### src/rtl/noise_pkg.sv
package noise_pkg;

    localparam int LEN_A     = 4;
    localparam int LEN_B     = 5;
    localparam int LEN_LONG  = 17;
    localparam int LEN_SHORT = 9;
    localparam int RAND_W    = 8;

    // Index of the second feedback tap (the first is always the top stage)
    // for a maximal-length two-tap XOR loop of the given length.
    function automatic int tap_of(input int len);
        case (len)
            3:       return 1;
            4:       return 2;
            5:       return 2;
            6:       return 4;
            7:       return 5;
            9:       return 4;
            10:      return 6;
            11:      return 8;
            15:      return 13;
            17:      return 13;
            default: return len - 2;
        endcase
    endfunction

    typedef struct packed {
        logic bit_a;
        logic bit_b;
        logic bit_long;
    } noise_bits_t;

endpackage

### src/rtl/lfsr_fixed.sv
module lfsr_fixed #(
    parameter int LEN = 4
) (
    input  logic           clk,
    input  logic           rst,
    input  logic           step_i,
    output logic [LEN-1:0] state_o
);
    localparam int TAP = noise_pkg::tap_of(LEN);

    logic [LEN-1:0] state_q;
    logic           zero_w;
    logic           fb_w;

    always_comb begin
        zero_w = (state_q == '0);
        fb_w   = (state_q[LEN-1] ^ state_q[TAP]) | zero_w;
    end

    always_ff @(posedge clk) begin
        if (rst) begin
            state_q <= '1;
        end else if (step_i) begin
            state_q <= {state_q[LEN-2:0], fb_w};
        end
    end

    assign state_o = state_q;
endmodule

### src/rtl/lfsr_dual.sv
module lfsr_dual #(
    parameter int LONG  = 17,
    parameter int SHORT = 9
) (
    input  logic            clk,
    input  logic            rst,
    input  logic            step_i,
    input  logic            short_i,
    output logic [LONG-1:0] state_o,
    output logic            bit_o
);
    localparam int TAP_L = noise_pkg::tap_of(LONG);
    localparam int TAP_S = noise_pkg::tap_of(SHORT);

    logic [LONG-1:0] state_q;
    logic            fb_long_w;
    logic            fb_short_w;
    logic            fb_w;
    logic            bit_short_w;

    always_comb begin
        fb_long_w = (state_q[LONG-1] ^ state_q[TAP_L]) | (state_q == '0);
    end

    generate
        if (SHORT < LONG) begin : g_short
            always_comb begin
                fb_short_w  = (state_q[SHORT-1] ^ state_q[TAP_S])
                            | (state_q[SHORT-1:0] == '0);
                bit_short_w = state_q[SHORT-1];
            end
        end else begin : g_no_short
            always_comb begin
                fb_short_w  = fb_long_w;
                bit_short_w = state_q[LONG-1];
            end
        end
    endgenerate

    always_comb begin
        fb_w  = short_i ? fb_short_w : fb_long_w;
        bit_o = short_i ? bit_short_w : state_q[LONG-1];
    end

    always_ff @(posedge clk) begin
        if (rst) begin
            state_q <= '1;
        end else if (step_i) begin
            state_q <= {state_q[LONG-2:0], fb_w};
        end
    end

    assign state_o = state_q;
endmodule

### src/rtl/noise_poly_gen.sv
module noise_poly_gen #(
    parameter int LEN_A     = noise_pkg::LEN_A,
    parameter int LEN_B     = noise_pkg::LEN_B,
    parameter int LEN_LONG  = noise_pkg::LEN_LONG,
    parameter int LEN_SHORT = noise_pkg::LEN_SHORT,
    parameter int RAND_W    = noise_pkg::RAND_W
) (
    input  logic              clk,
    input  logic              rst,
    input  logic              tick_i,
    input  logic              short_mode_i,
    output logic              noise4_o,
    output logic              noise5_o,
    output logic              noise17_o,
    output logic [RAND_W-1:0] rand_o
);
    localparam int RAND_LSB = LEN_LONG - RAND_W;

    logic [LEN_A-1:0]    st4;
    logic [LEN_B-1:0]    st5;
    logic [LEN_LONG-1:0] st17;
    logic                long_bit;
    noise_pkg::noise_bits_t bits;

    lfsr_fixed #(.LEN(LEN_A)) i_reg_a (
        .clk(clk), .rst(rst), .step_i(tick_i), .state_o(st4)
    );

    lfsr_fixed #(.LEN(LEN_B)) i_reg_b (
        .clk(clk), .rst(rst), .step_i(tick_i), .state_o(st5)
    );

    lfsr_dual #(.LONG(LEN_LONG), .SHORT(LEN_SHORT)) i_reg_long (
        .clk(clk), .rst(rst), .step_i(tick_i), .short_i(short_mode_i),
        .state_o(st17), .bit_o(long_bit)
    );

    always_comb begin
        bits.bit_a    = st4[LEN_A-1];
        bits.bit_b    = st5[LEN_B-1];
        bits.bit_long = long_bit;
    end

    assign noise4_o  = bits.bit_a;
    assign noise5_o  = bits.bit_b;
    assign noise17_o = bits.bit_long;
    assign rand_o    = st17[LEN_LONG-1:RAND_LSB];
endmodule

### config.mk
export PLATFORM = sky130hd
export DESIGN_NAME = noise_poly_gen
export DESIGN_NICKNAME = d
export VERILOG_FILES = /design/src/rtl/noise_pkg.sv /design/src/rtl/lfsr_fixed.sv /design/src/rtl/lfsr_dual.sv /design/src/rtl/noise_poly_gen.sv
export SDC_FILE = /design/constraint.sdc
export NUM_CORES = 1
export LEC_CHECK = 0
export CAP_MARGIN = 20
export CORE_MARGIN = 2
export CORE_UTILIZATION = 45
export CTS_BUF_LIST = sky130_fd_sc_hd__clkbuf_8 sky130_fd_sc_hd__clkbuf_16
export DETAILED_ROUTE_END_ITERATION = 10
export PLACE_DENSITY = 0.68
export SETUP_SLACK_MARGIN = 0.3
export SKIP_LAST_GASP = 1
export SLEW_MARGIN = 10
export SYNTH_ARGS = -nofsm -noshare
export SYNTH_HDL_FRONTEND = slang
export SYNTH_SLANG_ARGS = --single-unit
### constraint.sdc
create_clock -name clk -period 2.9 [get_ports clk]
set_clock_uncertainty 0.1 [all_clocks]
set_input_delay 0.58 -clock clk [delete_from_list [all_inputs] [get_ports clk]]
set_output_delay 0.58 -clock clk [all_outputs]
set_load 0.02 [all_outputs]
==> flow_summary.toml, run 1 <==
[logic_synthesis]
netlist_top_cells_area = "dfxtp_1 (47%), mux2i_1 (19%), nand2_1 (8.5%)"
synth_nets = 116
synth_cell_types = 23
ys_warn_count = 0
synth-seq-cells = 26
avgSynthCellArea_um2 = 9.93
ys_seq_area_frac = 0.472
synth_top_area_share = 0.472
post-synth-top-area-cell = "dfxtp_1"
syn_inst = 111
synth_area_mm2 = 0.00110

[drt]
drt-initial-drc-count = 3
vias_per_cell = 5.12
drt_pre_antenna_iters = 2
post_drt_wl_per_cell_um = 12.4
drc = 0
vias = 742
drtAntennaViolNets = 0
routed_wl_um = 1800

[clock_tree]
clk_pin_slew_ns = 0.08
post_cts_buffers = 0
clockBufferDepth = 2
cts_tree = "done"
hold_buffers = 0
ctsResizeCount = 1
clkSinkCount = 26
htreeDepth = 1
ctsRootBufferMaster = "clkbuf_8"
cts_buffers = 3
clk_latency_ns = 0.27

[critical_path]
path_cells = "clkdlybuf4s50_1 > mux2_1 > dlygate4sd2_1"
cp.required_ns = 2.22
criticalPathCategory = "input pin to output port"
slowest_stage = "clkdlybuf4s50_1"
crit_arrival_ns = 1.74
startpoint = "short_mode_i"
setup.worst_path.end_class = "output port"
worst_path_largest_cell_delay_ns = 0.51
worstPathMaxFanout = 3
r2r-start = "i_reg_long.state_o[8]"
cp-start-kind = "input pin"

[sta]
finalCriticalPeriod_ns = 2.42
slew_viol_final = 0
worstMarginPinSlew_ns = 0.414
setup-violations-final = 0
fin_crit_sh = 0.833
hold_viol_final = 0
max_freq_mhz = 414
finalSetupTns_ns = 0
rsz0062_at_grt = "false"
slew_headroom = 0.724

[global_route]
grt_use_total = 0.157
grt_pass1_wl_um = 3150
grt_start_max_net_pins = 29
grt_overflow = 0
grt_pass1_vias = 713
antenna_found_initial = 0

[floorplanning]
core_area_mm2 = 0.00225
die_area_mm2 = 0.00286
die_width_um = 53.5
initial_core_util = 0.489
dieHeight_um = 53.5
rows = 17
io-pin-count = 15

[min_path]
hold_start = "i_reg_a.state_o[2]"
hold_class = "flip-flop to flip-flop"

[power_and_ir_drop]
power.clock.fraction = 0.415
internal_power_mw = 0.570
power_frac_seq = 0.524
switching_share = 0.197
powerDensity_mw_per_mm2 = 560
combPwrFrac = 0.060
peakVddDrop_uv = 295
power.switching_mw = 0.140
p_leak_nw = 0.524
power_mw = 0.710

[flow_run]
cap_violations = 0

[layout]
drive_gt1_frac = 0.0940
final_common_cell = "dfxtp_1"
multiInputGateArea_um2 = 479
num_antenna_cells = 0
syn_to_final_growth_pct = 15.0
nFillCells = 214
finalNetCount = 123
final_cell_mix = "dfxtp_1 (26), nand2_1 (25), mux2i_1 (21)"
final-seq-area_um2 = 520

[place]
io_buffer_count = 14
dp_hpwl_um = 1200
globalplace.congestion = 0.679

[status]
status = "complete, no violations"
==> routing by layer <==
layer,part of all wire,track usage
met1,0.49,0.192
met2,0.45,0.251
met5,0,0
met4,0.024,0.103
met3,0.034,0.0254
==> metrics by stage <==
| step | instance area [µm²] | instances | worst slack (ns) | hold slack (ns) | utilization |
|---|---|---|---|---|---|
| after CTS | 1270 | 145 | 0.478 | 0.393 | 0.562 |
| after global routing | 1270 | 145 | 0.458 | 0.419 | 0.562 |
| after detailed placement | 1200 | 141 | 0.259 | 0.374 | 0.531 |
| final | 1270 | 145 | 0.485 | 0.385 | 0.562 |
| after floorplan | 1100 | 111 | 1.25 | 0.346 | - |
| after global placement | 1200 | 141 | 0.282 | 0.365 | 0.531 |
==> synthesized netlist by cell type, drive strengths merged <==
cell type and n:
nand2 25, nor3 4, nor2 1, mux2i 21
a21oi 2, mux2 1, ha 1, buf 11
nor4 3, clkbuf 2, nand3 1, o31ai 1
dfxtp 26, a211o 2, o211ai 3, inv 4
and4 1, a211oi 1, a41oi 1
==> critical path: cells and delay by family <==
kind | cells | cell delay [ns]
buffers and inverters | 2 | 0.83
multiplexers | 1 | 0.32
==> registers in the layout, summed over array words and instances (netlist names) <==
name / flops
i_reg_long.state_o: 17
i_reg_a.state_o: 4
i_reg_b.state_o: 5
==> final cells by class <==
class	count	share of cell area
multi-input cells	68	0.378
clock buffers	3	0.0326
repair buffers	15	0.115
inverters	4	0.0118
flip-flops and latches	26	0.411
well taps	28	0.0276
clock inverters	1	0.0237
==> power groups by stage <==
stage | sequential [mW] | combinational (mW) | clock [mW]
6_report | 0.372 | 0.0428 | 0.295
5_1_grt | 0.374 | 0.0478 | 0.314
2_1_floorplan | 0.380 | 0.0320 | 0
4_1_cts | 0.372 | 0.0433 | 0.303
3_3_place_gp | 0.380 | 0.0423 | 0
3_5_place_dp | 0.380 | 0.0433 | 0
==> path summary, 6_finish.rpt <==
kind | to | slack (ns) | depth (start not counted)
setup / recovery | noise17_o | 0.48 | 3
hold / removal | i_reg_a.state_o[3] | 0.39 | 2
setup reg to reg | i_reg_long.state_o[0] | 1.57 | 4
hold reg to reg | i_reg_a.state_o[3] | 0.39 | 2
==> cells by family after synthesis <==
family                   after synthesis  synth area share
flip-flops                            26             0.472
adder cells (fa/ha/maj)                1            0.0113
multiplexers                          22             0.201
AND/OR/NAND/NOR                       35             0.148
buffers and inverters                 17            0.0931
AO/OA/AOI/OAI                         10            0.0749
(Power assumes the default switching activity.)
==> run 2, diff against run 1 <==
--- a/config.mk
+++ b/config.mk
@@ -10,7 +10,7 @@
 export CORE_UTILIZATION = 45
 export CTS_BUF_LIST = sky130_fd_sc_hd__clkbuf_8 sky130_fd_sc_hd__clkbuf_16
 export DETAILED_ROUTE_END_ITERATION = 10
-export PLACE_DENSITY = 0.68
+export PLACE_DENSITY = 0.7
 export SETUP_SLACK_MARGIN = 0.3
 export SKIP_LAST_GASP = 1
 export SLEW_MARGIN = 10
==> constraint.sdc (replaced) <==
create_clock -name clk -period 2.2 [get_ports clk]
set_clock_uncertainty 0.1 [all_clocks]
set_input_delay 0.44 -clock clk [delete_from_list [all_inputs] [get_ports clk]]
set_output_delay 0.44 -clock clk [all_outputs]
set_load 0.02 [all_outputs]
==> flow_summary.toml, run 2 (synthesized netlist as in run 1, its figures left out) <==
[critical_path]
cp.required_ns = 1.66
worst_path_largest_cell_delay_ns = 0.64
path_cells = "clkdlybuf4s50_1"
criticalPathCategory = "flip-flop to output port"
slowest_stage = "clkdlybuf4s50_1"
setup.worst_path.end_class = "output port"
cp_num_buf_inv = 1
worstPathMaxFanout = 5
cp-start-kind = "flip-flop"
crit_family = "buffers and inverters"
crit_arrival_ns = 1.30

[sta]
slew_viol_final = 0
max_freq_mhz = 544
worstMarginPinSlew_ns = 0.406
fin_crit_sh = 0.835
finalCriticalPeriod_ns = 1.84
timing.hold.ws_ns = 0.390
slew_headroom = 0.729
hold_viol_final = 0
rsz0062_at_grt = "false"
setup-violations-final = 0

[layout]
syn_to_final_growth_pct = 13.5
nFillCells = 212
num_antenna_cells = 0
largest_reg_flops = 17
final_common_cell = "dfxtp_1"
finalNetCount = 125
drive_gt1_frac = 0.119
final_cell_mix = "dfxtp_1 (26), nand2_1 (25), mux2i_1 (21)"

[power_and_ir_drop]
peakVddDrop_uv = 544
combPwrFrac = 0.074
p_leak_nw = 0.527
switching_share = 0.213
power_mw = 0.802
power.switching_mw = 0.171
powerDensity_mw_per_mm2 = 641
internal_power_mw = 0.631
power.clock.fraction = 0.316
power_frac_seq = 0.611

[drt]
drtAntennaViolNets = 0
drt-initial-drc-count = 6
vias_per_cell = 5.15
drc = 0
routed_wl_um = 1740
post_drt_wl_per_cell_um = 11.9
drt_pre_antenna_iters = 4
vias = 752

[clock_tree]
post_cts_buffers = 0
clkSinkCount = 26
clockBufferDepth = 2
hold_buffers = 0
clk_pin_slew_ns = 0.08
ctsResizeCount = 6
ctsRootBufferMaster = "clkbuf_8"
cts_tree = "done"
clk_latency_ns = 0.26
htreeDepth = 1
cts_buffers = 3

[floorplanning]
core_area_mm2 = 0.00225
io-pin-count = 15
rows = 17
dieHeight_um = 53.5
die_width_um = 53.5
initial_core_util = 0.489
die_area_mm2 = 0.00286

[place]
io_buffer_count = 14
dp_hpwl_um = 1250
globalplace.congestion = 0.754

[global_route]
grt_start_max_net_pins = 26
antenna_found_initial = 0
grt_pass1_vias = 683
grt_use_total = 0.144
grt_overflow = 0
grt_pass1_wl_um = 2940

[flow_run]
cap_violations = 0

[min_path]
hold_class = "flip-flop to flip-flop"

[status]
status = "complete, no violations"
run 2: cell types whose count changed in the layout (fill, tap and decap cells not counted), sizes merged:
| cell | change |
|---|---|
| clkdlybuf4s50 | -1 |
| buf | +3 |
| bufinv | -1 |
run 2: power by group through the flow:
stage          Sequential (mW)  Clock [mW]  Combinational (mW)
2_1_floorplan            0.501           0              0.0422
3_3_place_gp             0.501           0              0.0583
3_5_place_dp             0.501           0              0.0600
4_1_cts                  0.490       0.264              0.0599
5_1_grt                  0.492       0.279              0.0651
6_report                 0.490       0.253              0.0592
run 2: final cells by class:
type / count / area (µm²) / area share
inverters: 4 / 15.0 / 0.0120
multi-input cells: 68 / 483 / 0.386
flip-flops and latches: 26 / 520 / 0.416
clock buffers: 3 / 41.3 / 0.0330
well taps: 28 / 35.0 / 0.0280
repair buffers: 17 / 156 / 0.125
run 2: worst paths after layout:
check,startpoint,slack (ns),cells after the start,endpoint
setup / recovery,i_reg_long.state_o[16],0.36,1,rand_o[7]
hold / removal,i_reg_a.state_o[2],0.39,2,i_reg_a.state_o[3]
setup reg to reg,i_reg_long.state_o[4],0.86,4,i_reg_long.state_o[0]
hold reg to reg,i_reg_a.state_o[2],0.39,2,i_reg_a.state_o[3]
run 2: per-layer routing:
metal / GRT usage / vias up / wire length, µm
met5: 0 / - / 0
met4: 0.0769 / 0 / 27
met3: 0.0254 / 2 / 47
met2: 0.245 / 10 / 839
met1: 0.168 / 352 / 828
li1: - / 388 / -
run 2: per-stage QoR:
step | utilization | area, µm² | setup TNS (ns) | setup slack [ns] | instances
3_3_place_gp | 0.538 | 1210 | -0.166 | -0.166 | 143
5_1_grt | 0.555 | 1250 | 0 | 0.326 | 146
3_5_place_dp | 0.538 | 1210 | -0.165 | -0.165 | 143
4_1_cts | 0.555 | 1250 | 0 | 0.344 | 146
2_1_floorplan | - | 1100 | 0 | 0.835 | 111
6_report | 0.555 | 1250 | 0 | 0.363 | 146
run 2: worst min-delay path, delay by kind of cell, from the launching register on:
family	cells	cell delay, ns
simple gates	1	0.05
flops	1	0.33
compound gates	1	0.07
==> run 3, diff against run 2 <==
--- a/config.mk
+++ b/config.mk
@@ -10,7 +10,7 @@
 export CORE_UTILIZATION = 45
 export CTS_BUF_LIST = sky130_fd_sc_hd__clkbuf_8 sky130_fd_sc_hd__clkbuf_16
 export DETAILED_ROUTE_END_ITERATION = 10
-export PLACE_DENSITY = 0.7
+export PLACE_DENSITY = 0.68
 export SETUP_SLACK_MARGIN = 0.3
 export SKIP_LAST_GASP = 1
 export SLEW_MARGIN = 10
==> constraint.sdc (replaced) <==
create_clock -name clk -period 1.7 [get_ports clk]
set_clock_uncertainty 0.1 [all_clocks]
set_input_delay 0.34 -clock clk [delete_from_list [all_inputs] [get_ports clk]]
set_output_delay 0.34 -clock clk [all_outputs]
set_load 0.02 [all_outputs]
==> flow_summary.toml, run 3 (synthesized netlist as in run 1, its figures left out) <==
[critical_path]
crit_family = "flip-flops"
crit_arrival_ns = 1.01
r2r-start = "i_reg_long.state_o[4]"
r2r_slack_ns = 0.38
setup.worst_path.end_class = "output port"
worst_path_largest_cell_delay_ns = 0.35
cp-start-kind = "flip-flop"
cp_num_buf_inv = 1
slowest_stage = "dfxtp_4"
worstPathMaxFanout = 3
reg2reg_depth = 4
r2r_end = "i_reg_long.state_o[0]"
path_cells = "mux2_4 > buf_6"
criticalPathCategory = "flip-flop to output port"
cp.required_ns = 1.26

[clock_tree]
cts_tree = "done"
cts_buffers = 3
ctsRootBufferMaster = "clkbuf_8"
clockBufferDepth = 2
clkSinkCount = 26
clk_latency_ns = 0.26
hold_buffers = 0
htreeDepth = 1
clk_pin_slew_ns = 0.08

[sta]
hold_viol_final = 0
finalCriticalPeriod_ns = 1.45
setup-violations-final = 0
max_freq_mhz = 691
slew_headroom = 0.822
rsz0062_at_grt = "true"
slew_viol_final = 0
timing.hold.ws_ns = 0.392
worstMarginPinSlew_ns = 0.265
fin_crit_sh = 0.852
layout_setup_ws_ns = 0.252

[drt]
drc = 0
routed_wl_um = 1860
drt-initial-drc-count = 14
vias_per_cell = 5.18
post_drt_wl_per_cell_um = 12.4
drt_pre_antenna_iters = 4
drtAntennaViolNets = 0
vias = 777

[min_path]
holdPathStages = 2
hold_class = "flip-flop to flip-flop"
whs_endpoint = "i_reg_a.state_o[3]"
hold_start = "i_reg_a.state_o[2]"

[power_and_ir_drop]
peakVddDrop_uv = 620
p_leak_nw = 0.582
powerDensity_mw_per_mm2 = 820

[place]
place_area_mm2 = 0.00124
io_buffer_count = 14
globalplace.congestion = 0.681
place_inst = 145
post-place-ws_ns = -0.434
dp_hpwl_um = 1320

[global_route]
antenna_found_initial = 0
grt_use_total = 0.156
grt_overflow = 0
use_met3 = 0.0339
grt-busiest-layer = "met2"
grt_pass1_wl_um = 3190
use_met2 = 0.272
grt_util_met1 = 0.177
grt_pass1_vias = 747
grt_start_max_net_pins = 29

[layout]
finalNetCount = 128
num_antenna_cells = 0
final_cells = 150
syn_to_final_growth_pct = 21.8
postLayoutCellArea_mm2 = 0.00134
largest_reg_flops = 17
final_common_cell = "nand2_1"
final_cell_mix = "nand2_1 (25), mux2i_1 (21), dfxtp_1 (20)"
drive_gt1_frac = 0.279

[floorplanning]
die_width_um = 53.5
dieHeight_um = 53.5
die_area_mm2 = 0.00286
core_area_mm2 = 0.00225
rows = 17
io-pin-count = 15
initial_core_util = 0.489

[flow_run]
cap_violations = 0

[status]
status = "complete, no violations"
[run 3: cell count changes in the layout (fill, tap and decap cells not counted), moves of 2 or more]
cell	delta
clkdlybuf4s15_1	+2
buf_4	+2
dfxtp_1	-6
clkdlybuf4s15_2	+9
clkdlybuf4s50_1	-10
dfxtp_2	+5
[run 3: final cells by class]
cell class / count / area (µm²)
multi-input combinational: 68 / 497
timing repair buffer: 20 / 210
tap: 28 / 35.0
clock buffer: 4 / 55.1
fill: 212 / 912
inverter: 4 / 15.0
sequential: 26 / 531
[run 3: how the worst max path moves through the flow]
stage                                 startpoint            endpoint  cells past startpoint
after CTS                           short_mode_i           noise17_o                      3
after global routing      i_reg_long.state_o[16]           noise17_o                      2
after floorplan                           tick_i  i_reg_a.state_o[1]                      4
after detailed placement            short_mode_i           noise17_o                      3
final                     i_reg_long.state_o[16]           noise17_o                      2
after global placement              short_mode_i           noise17_o                      3
[run 3: worst min-delay path: cells and delay by family (launching register included)]
family / cells / cell delay [ns]
AOI/OAI and AO/OA: 1 / 0.07
DFF: 1 / 0.34
and+or+nand+nor: 1 / 0.05
[run 3: what timing repair did]
item,CTS,global route
setup endpoints to repair,11,7
buffers inserted,0,1
gates resized for setup,37,10
[run 3: where the power goes]
part,internal (mW),total (mW),switching [mW]
Sequential,0.622,0.633,0.0110
Combinational,0.0394,0.0814,0.0420
Clock,0.207,0.386,0.180
Total,0.868,1.10,0.233
[run 3: metal layers]
layer,part of all wire,wire (µm),up-vias
li1,-,-,396
met1,0.47,879,368
met2,0.49,916,11
met3,0.025,46,2
met4,0.0075,14,0
met5,0,0,-
[run 3: metrics by stage]
stage | setup TNS (ns) | utilization | power (mW)
finish | 0 | 0.595 | 1.10
global route | 0 | 0.595 | 1.15
CTS | 0 | 0.580 | 1.11
detailed placement | -0.434 | 0.550 | 0.732
global placement | -0.411 | 0.550 | 0.729
floorplan | 0 | - | 0.703
